`config.mk`:
```
export PLATFORM = sky130hd
export DESIGN_NAME = dsid_top
export DESIGN_NICKNAME = d
export VERILOG_FILES = /design/src/rtl/dsid_pkg.sv /design/src/rtl/dsid_sequencer.sv /design/src/rtl/dsid_capture.sv /design/src/rtl/dsid_decoder.sv /design/src/rtl/dsid_top.sv
export SDC_FILE = /design/constraint.sdc
export NUM_CORES = 1
export LEC_CHECK = 0
export BUFFER_PORTS_ARGS = -buffer_cell sky130_fd_sc_hd__buf_2
export CORE_AREA = 4 4 41 43
export CTS_CLUSTER_DIAMETER = 200
export DETAILED_ROUTE_END_ITERATION = 8
export DIE_AREA = 0 0 45 47
export PLACE_DENSITY = 0.47
export SYNTH_ARGS = -nofsm -noshare
export SYNTH_HDL_FRONTEND = slang
export SYNTH_SLANG_ARGS = --single-unit
```
`constraint.sdc`:
```
create_clock -name clk -period 1.2 [get_ports clk]
set_input_delay 0.06 -clock clk [delete_from_list [all_inputs] [get_ports clk]]
set_output_delay 0.06 -clock clk [all_outputs]
set_load 0.01 [all_outputs]
```
`src/rtl/dsid_pkg.sv`:
```
package dsid_pkg;

  localparam int STATE_W = 2;
  localparam int SEQ_LEN = 2;

  typedef enum logic [1:0] {
    PH_IDLE   = 2'd0,
    PH_FIRST  = 2'd1,
    PH_SECOND = 2'd2,
    PH_REPORT = 2'd3
  } phase_t;

  // Input symbol applied at probe position idx (0 first, then 1).
  function automatic logic probe_symbol(input int idx);
    return (idx == 1);
  endfunction

  // resp = {output in first probe cycle, output in second probe cycle}
  function automatic logic [STATE_W-1:0] resp_to_initial(input logic [SEQ_LEN-1:0] resp);
    logic [STATE_W-1:0] s;
    case (resp)
      2'b11:   s = 2'd0;
      2'b00:   s = 2'd1;
      2'b01:   s = 2'd2;
      default: s = 2'd3;
    endcase
    return s;
  endfunction

  function automatic logic [STATE_W-1:0] initial_to_final(input logic [STATE_W-1:0] s0);
    logic [STATE_W-1:0] s;
    case (s0)
      2'd0:    s = 2'd3;
      2'd1:    s = 2'd2;
      2'd2:    s = 2'd3;
      default: s = 2'd0;
    endcase
    return s;
  endfunction

endpackage

```
`src/rtl/dsid_sequencer.sv`:
```
module dsid_sequencer
  import dsid_pkg::*;
(
  input  logic clk,
  input  logic rst_n,
  input  logic req,
  output logic step,
  output logic drive,
  output logic probe_idx,
  output logic last_step,
  output logic report
);

  phase_t phase_q, phase_d;

  always_comb begin
    phase_d = phase_q;
    case (phase_q)
      PH_IDLE:   if (req) phase_d = PH_FIRST;
      PH_FIRST:  phase_d = PH_SECOND;
      PH_SECOND: phase_d = PH_REPORT;
      default:   phase_d = PH_IDLE;
    endcase
  end

  always_ff @(posedge clk) begin
    if (!rst_n) phase_q <= PH_IDLE;
    else        phase_q <= phase_d;
  end

  assign step      = (phase_q == PH_FIRST) || (phase_q == PH_SECOND);
  assign probe_idx = (phase_q == PH_SECOND);
  assign drive     = step && probe_symbol(int'(probe_idx));
  assign last_step = (phase_q == PH_SECOND);
  assign report    = (phase_q == PH_REPORT);

endmodule

```
`src/rtl/dsid_capture.sv`:
```
module dsid_capture
  import dsid_pkg::*;
(
  input  logic               clk,
  input  logic               rst_n,
  input  logic               step,
  input  logic               probe_idx,
  input  logic               resp,
  output logic [SEQ_LEN-1:0] bits
);

  for (genvar i = 0; i < SEQ_LEN; i++) begin : g_slot
    always_ff @(posedge clk) begin
      if (!rst_n)                                   bits[i] <= 1'b0;
      else if (step && (int'(probe_idx) == i))      bits[i] <= resp;
    end
  end

endmodule

```
`src/rtl/dsid_decoder.sv`:
```
module dsid_decoder
  import dsid_pkg::*;
(
  input  logic               clk,
  input  logic               rst_n,
  input  logic               last_step,
  input  logic [SEQ_LEN-1:0] bits,
  input  logic               live_resp,
  output logic [STATE_W-1:0] init_code,
  output logic [STATE_W-1:0] now_code
);

  logic [SEQ_LEN-1:0] word;
  logic [STATE_W-1:0] init_d;

  // first response in the MSB; second taken live in the last probe cycle
  assign word   = {bits[0], live_resp};
  assign init_d = resp_to_initial(word);

  always_ff @(posedge clk) begin
    if (!rst_n) begin
      init_code <= '0;
      now_code  <= '0;
    end else if (last_step) begin
      init_code <= init_d;
      now_code  <= initial_to_final(init_d);
    end
  end

endmodule

```
`src/rtl/dsid_top.sv`:
```
module dsid_top
  import dsid_pkg::*;
(
  input  logic               clk,
  input  logic               rst_n,
  input  logic               id_req,
  input  logic               mach_resp,
  output logic               mach_drive,
  output logic               mach_step,
  output logic [STATE_W-1:0] init_code,
  output logic [STATE_W-1:0] now_code,
  output logic               id_valid
);

  logic               probe_idx;
  logic               last_step;
  logic [SEQ_LEN-1:0] cap_bits;

  dsid_sequencer u_seq (
    .clk       (clk),
    .rst_n     (rst_n),
    .req       (id_req),
    .step      (mach_step),
    .drive     (mach_drive),
    .probe_idx (probe_idx),
    .last_step (last_step),
    .report    (id_valid)
  );

  dsid_capture u_cap (
    .clk       (clk),
    .rst_n     (rst_n),
    .step      (mach_step),
    .probe_idx (probe_idx),
    .resp      (mach_resp),
    .bits      (cap_bits)
  );

  dsid_decoder u_dec (
    .clk       (clk),
    .rst_n     (rst_n),
    .last_step (last_step),
    .bits      (cap_bits),
    .live_resp (mach_resp),
    .init_code (init_code),
    .now_code  (now_code)
  );

endmodule

```
# Yosys cells after proc, flatten, opt, wreduce, memory -nomap -nowiden
# Cells that the tools add are included.
# totals
inputBits	4
register_bits	7
output_inout_bits	7
word_cells	24
# classes
bitwise_logic	1
eq_ne	8
muxes	4
reduce_logical	7
# op_table
op	n
2-bit case mux with 3 select lines	2
2-bit equality test, second input constant	4
2-bit by 1-bit equality test with 1-bit output, second input constant	3
2-bit zero test	3
2-bit case mux with 2 select lines	1
1-bit logical AND	2
2-bit 2-to-1 mux	1
2-bit inequality test, second input constant	1
2-bit OR reduction	1
1-bit logical OR	1
1-bit inverter	1

# Depth between registers and ports, before layout
# depth
word_depth	5
mapped_depth	4
mapped_depth_nobuf	4

# By module
# A second synthesis with hierarchy kept.
# hier_totals
cells_unflattened	43
hier_area_um2	416.6
# modules_own_cells
mod	area_each_um2	instances	cells_each	seq_area_each_um2
dsid_decoder	190.2	1	18	80.1
dsid_sequencer	145.1	1	16	40.0
dsid_capture	81.3	1	9	40.0

# Worst setup path before layout
# No wires, ideal clock.
# synth_timing
path_kind	register to register
startpoint	reg u_seq.phase_q[0]
endpoint	reg u_dec.now_code[0]
required_ns	1.085
stages_incl_launch_ff	5
arrival_ns	1.021
setup_slack_ns	0.064
n_path_buf	0
cell_sequence	dfxtp_1 > inv_1 > ha_1 > nor3b_2 > o21a_1
# synth_between
elab_chain_len	1
# synth_lines
element	line_no	source
start: declaration	dsid_sequencer.sv:14	phase_t phase_q, phase_d;
start signal: assignment	dsid_sequencer.sv:28	else phase_q <= phase_d;
2-bit equality test	dsid_sequencer.sv:34	assign last_step = (phase_q == PH_SECOND);
end signal: assignment	dsid_decoder.sv:26	now_code <= initial_to_final(init_d);
end: declaration	dsid_decoder.sv:10	output logic [STATE_W-1:0] now_code
# No other way between the ends.
# A chain may end at the register's enable or synchronous reset.

# Final worst setup path
# layout_timing
startpoint	reg u_seq.phase_q[1]
endpoint	out mach_step
# layout_between
elab_chain_len	2
word_cells_on_any_way	3
# layout_lines
element	line_no	source
2-bit by 1-bit equality test with 1-bit output / 2-bit equality test (equally long branches)	dsid_sequencer.sv:31	assign step = (phase_q == PH_FIRST) || (phase_q == PH_SECOND);
1-bit logical OR (*)	dsid_sequencer.sv:31	
end: declaration	dsid_top.sv:9	output logic mach_step,
# Mark *: on every way between the ends. The rest lies on a longest branch, timed or not.

==> metrics <==
Worst Tran Pin Value approximately 0.18 ns; Post-Syn Nets 49; antenna cells 0; Worst path slowest cell dfxtp_4; GRT met2 Usage 0.0960; endpoints failing setup 0; H-tree Lvls 1; CP arrival 1.08 ns; row count 13; Area Overhead vs Synth 32.4%; final wirelength 668 um; overall routing resource usage 0.0792; Async SR Flop Fraction 0; FF-to-FF setup slack around 0.10 ns; crit-path max cell delay approximately 0.36 ns; Cell Area, Synth approximately 370 um^2; gpl congestion approximately 0.66; number of synthesized flops with an enable pin 0; PwrDens 2330 nW/um^2; Setup Skew ~0.00042 ns; most frequent cell after synthesis ha_1; DRC violations left 0; Max-slew headroom 0.881; Worst R2R Start u_seq.phase_q[0]$_SDFFE_PN0P_; die width 45 um; CP endpoint kind output pin; Cell Chain, Critical Path inv_2 > ha_1 > buf_2; VDD IR max approximately 0.00071 V; top-area cell type share of the netlist area 0.375; setup TNS 0 ns; R2R cell count 4; vias a little over 300; critical path type reg -> out; minimum clock period between 1 and 1.5 ns; Peak Freq ~880 MHz; Hold Path End u_seq.phase_q[0]$_SDFFE_PN0P_; initial antenna violation count 0; router iterations before antenna repair 2; top_reg_cell synth dfxtp_1; Initial Util 0.288; CTS sink cnt 7; HPWL Detailed 520 um; status completed; fin area 495 um^2; vias in the first global route ~260; DR iter-0 viols 2; first-pass GRT wire length approximately 1100 um; RR Endpoint u_dec.now_code[1]$_SDFFE_PN0N_; gr busiest metal met1; count of final max-slew check failures 0; Core Footprint between 1000 and 1500 um^2; Placed Area 465 um^2; final worst-path cycle share 0.950; Hold Violations, Final 0; routed wire length per instance 9.68 um; Longest Clk Path Bufs 2; largest net degree at the start of global routing 9; post-synth cell types 12; vias per inst ~4.4; Worst Path Required 1.14 ns; I/O pins 11; number of buffers created by CTS 3; Yosys top cell by area dfxtp_1; CTS tree done; Commonest cells post-synth 8 x ha_1, 7 x dfxtp_1, 4 x inv_1, 4 x nor2b_1; Tightest Hold Check Type in -> reg; top post-synthesis cells by area dfxtp_1 37%, ha_1 27%, mux2i_1 8.0%; post-synthesis instance total 37; remaining antenna violation count 0; worst min-delay path startpoint id_req; share of layout cells above drive strength 1 0.352; Root Buffer clkbuf_4; Post-Syn Area per Cell ~10 um^2; grt ovf 0; Crit Path Max Fanout 4; die area approximately 2100 um^2; sequential area share after synthesis 0.375; WHS Path Cells 3; port buffer count 10; clock slew at reported path FFs about 0.050 ns; Nets between 60 and 70; met1 GRT Util 0.0961; Max Cap Viol 0; RSZ-0062 raised after global routing no; Worst setup SP type register; crit path from u_seq.phase_q[1]$_SDFFE_PN0P_; Synth warnings 0; Leak Pwr 0.258 nW; Die Ht 47 um; met3 Use GR 0.0345; Yosys reg bits 7; worst skew pair latency between 0.2 and 0.3 ns
[kinds of logic after synthesis]
family	synth area share
buffers and inverters	0.0401
AO/OA/AOI/OAI	0.0870
adder cells (fa/ha/maj)	0.268
AND/OR/NAND/NOR	0.150
multiplexers	0.0803
flip-flops	0.375
[how the worst max path moves through the flow]
| stage | cells past startpoint | to |
|---|---|---|
| after detailed placement | 5 | u_dec.init_code[0]$_SDFFE_PN0N_ |
| after floorplan | 4 | u_dec.now_code[0]$_SDFFE_PN0N_ |
| after global routing | 3 | mach_step |
| after global placement | 4 | u_dec.now_code[1]$_SDFFE_PN0N_ |
| final | 3 | mach_step |
| after CTS | 3 | mach_step |
[stage by stage]
step	setup WS, ns	hold slack, ns	total power [mW]	instances	utilization
after floorplan	0.0641	0.178	0.726	37	-
after global placement	0.104	0.344	0.953	65	0.358
after detailed placement	0.0949	0.344	0.940	65	0.358
after CTS	0.0333	0.0853	1.17	69	0.379
after global routing	0.00263	0.0979	1.28	69	0.381
final	0.0597	0.0876	1.16	69	0.381
[flip-flops by register name, indices dropped and copies added, names as in the netlist]
register	count
u_cap.bits	1
u_seq.phase_q	2
u_dec.now_code	2
u_dec.init_code	2
[report_power, final]
| group | internal, mW | leakage, nW | switching (mW) |
|---|---|---|---|
| Combinational | 0.282 | 0.185 | 0.271 |
| Sequential | 0.330 | 0.0580 | 0.0529 |
| Clock | 0.127 | 0.0150 | 0.0921 |
| Total | 0.739 | 0.258 | 0.416 |
[routing by layer]
metal	up-vias	part of all wire
li1	155	-
met1	133	0.45
met2	11	0.42
met3	5	0.082
met4	0	0.043
met5	-	0
[worst max-delay path, delay by kind of cell (launching register included)]
kind                       cells  cell delay, ns
buffers and inverters          2            0.18
DFF                            1            0.36
adders and majority gates      1            0.29
[placed cells by master, fill, tap and decap left out, types with 2 or more instances in the layout]
cell and count:
nand2_1 3, ha_1 8, o21ai_0 2, buf_2 10
dfxtp_1 6, clkbuf_4 3, nor2b_1 4, buf_4 3
inv_1 3, mux2i_1 3, nor2_1 2
[cell type report]
class / count / area (um^2)
flip-flops and latches: 7 / 144
fillers: 151 / 806
multi-input cells: 26 / 219
inverters: 4 / 15.0
repair buffers: 13 / 72.6
well taps: 15 / 18.8
clock buffers: 4 / 26.3
[repair_timing]
action | in CTS | in global routing
gates resized for setup | 1 | 2
setup endpoints to repair | 1 | 1
buffers inserted | 0 | 0
hold buffers | 0 | 0
pin swaps | 0 | 1
Note: power is estimated with default switching activity, not from simulation.
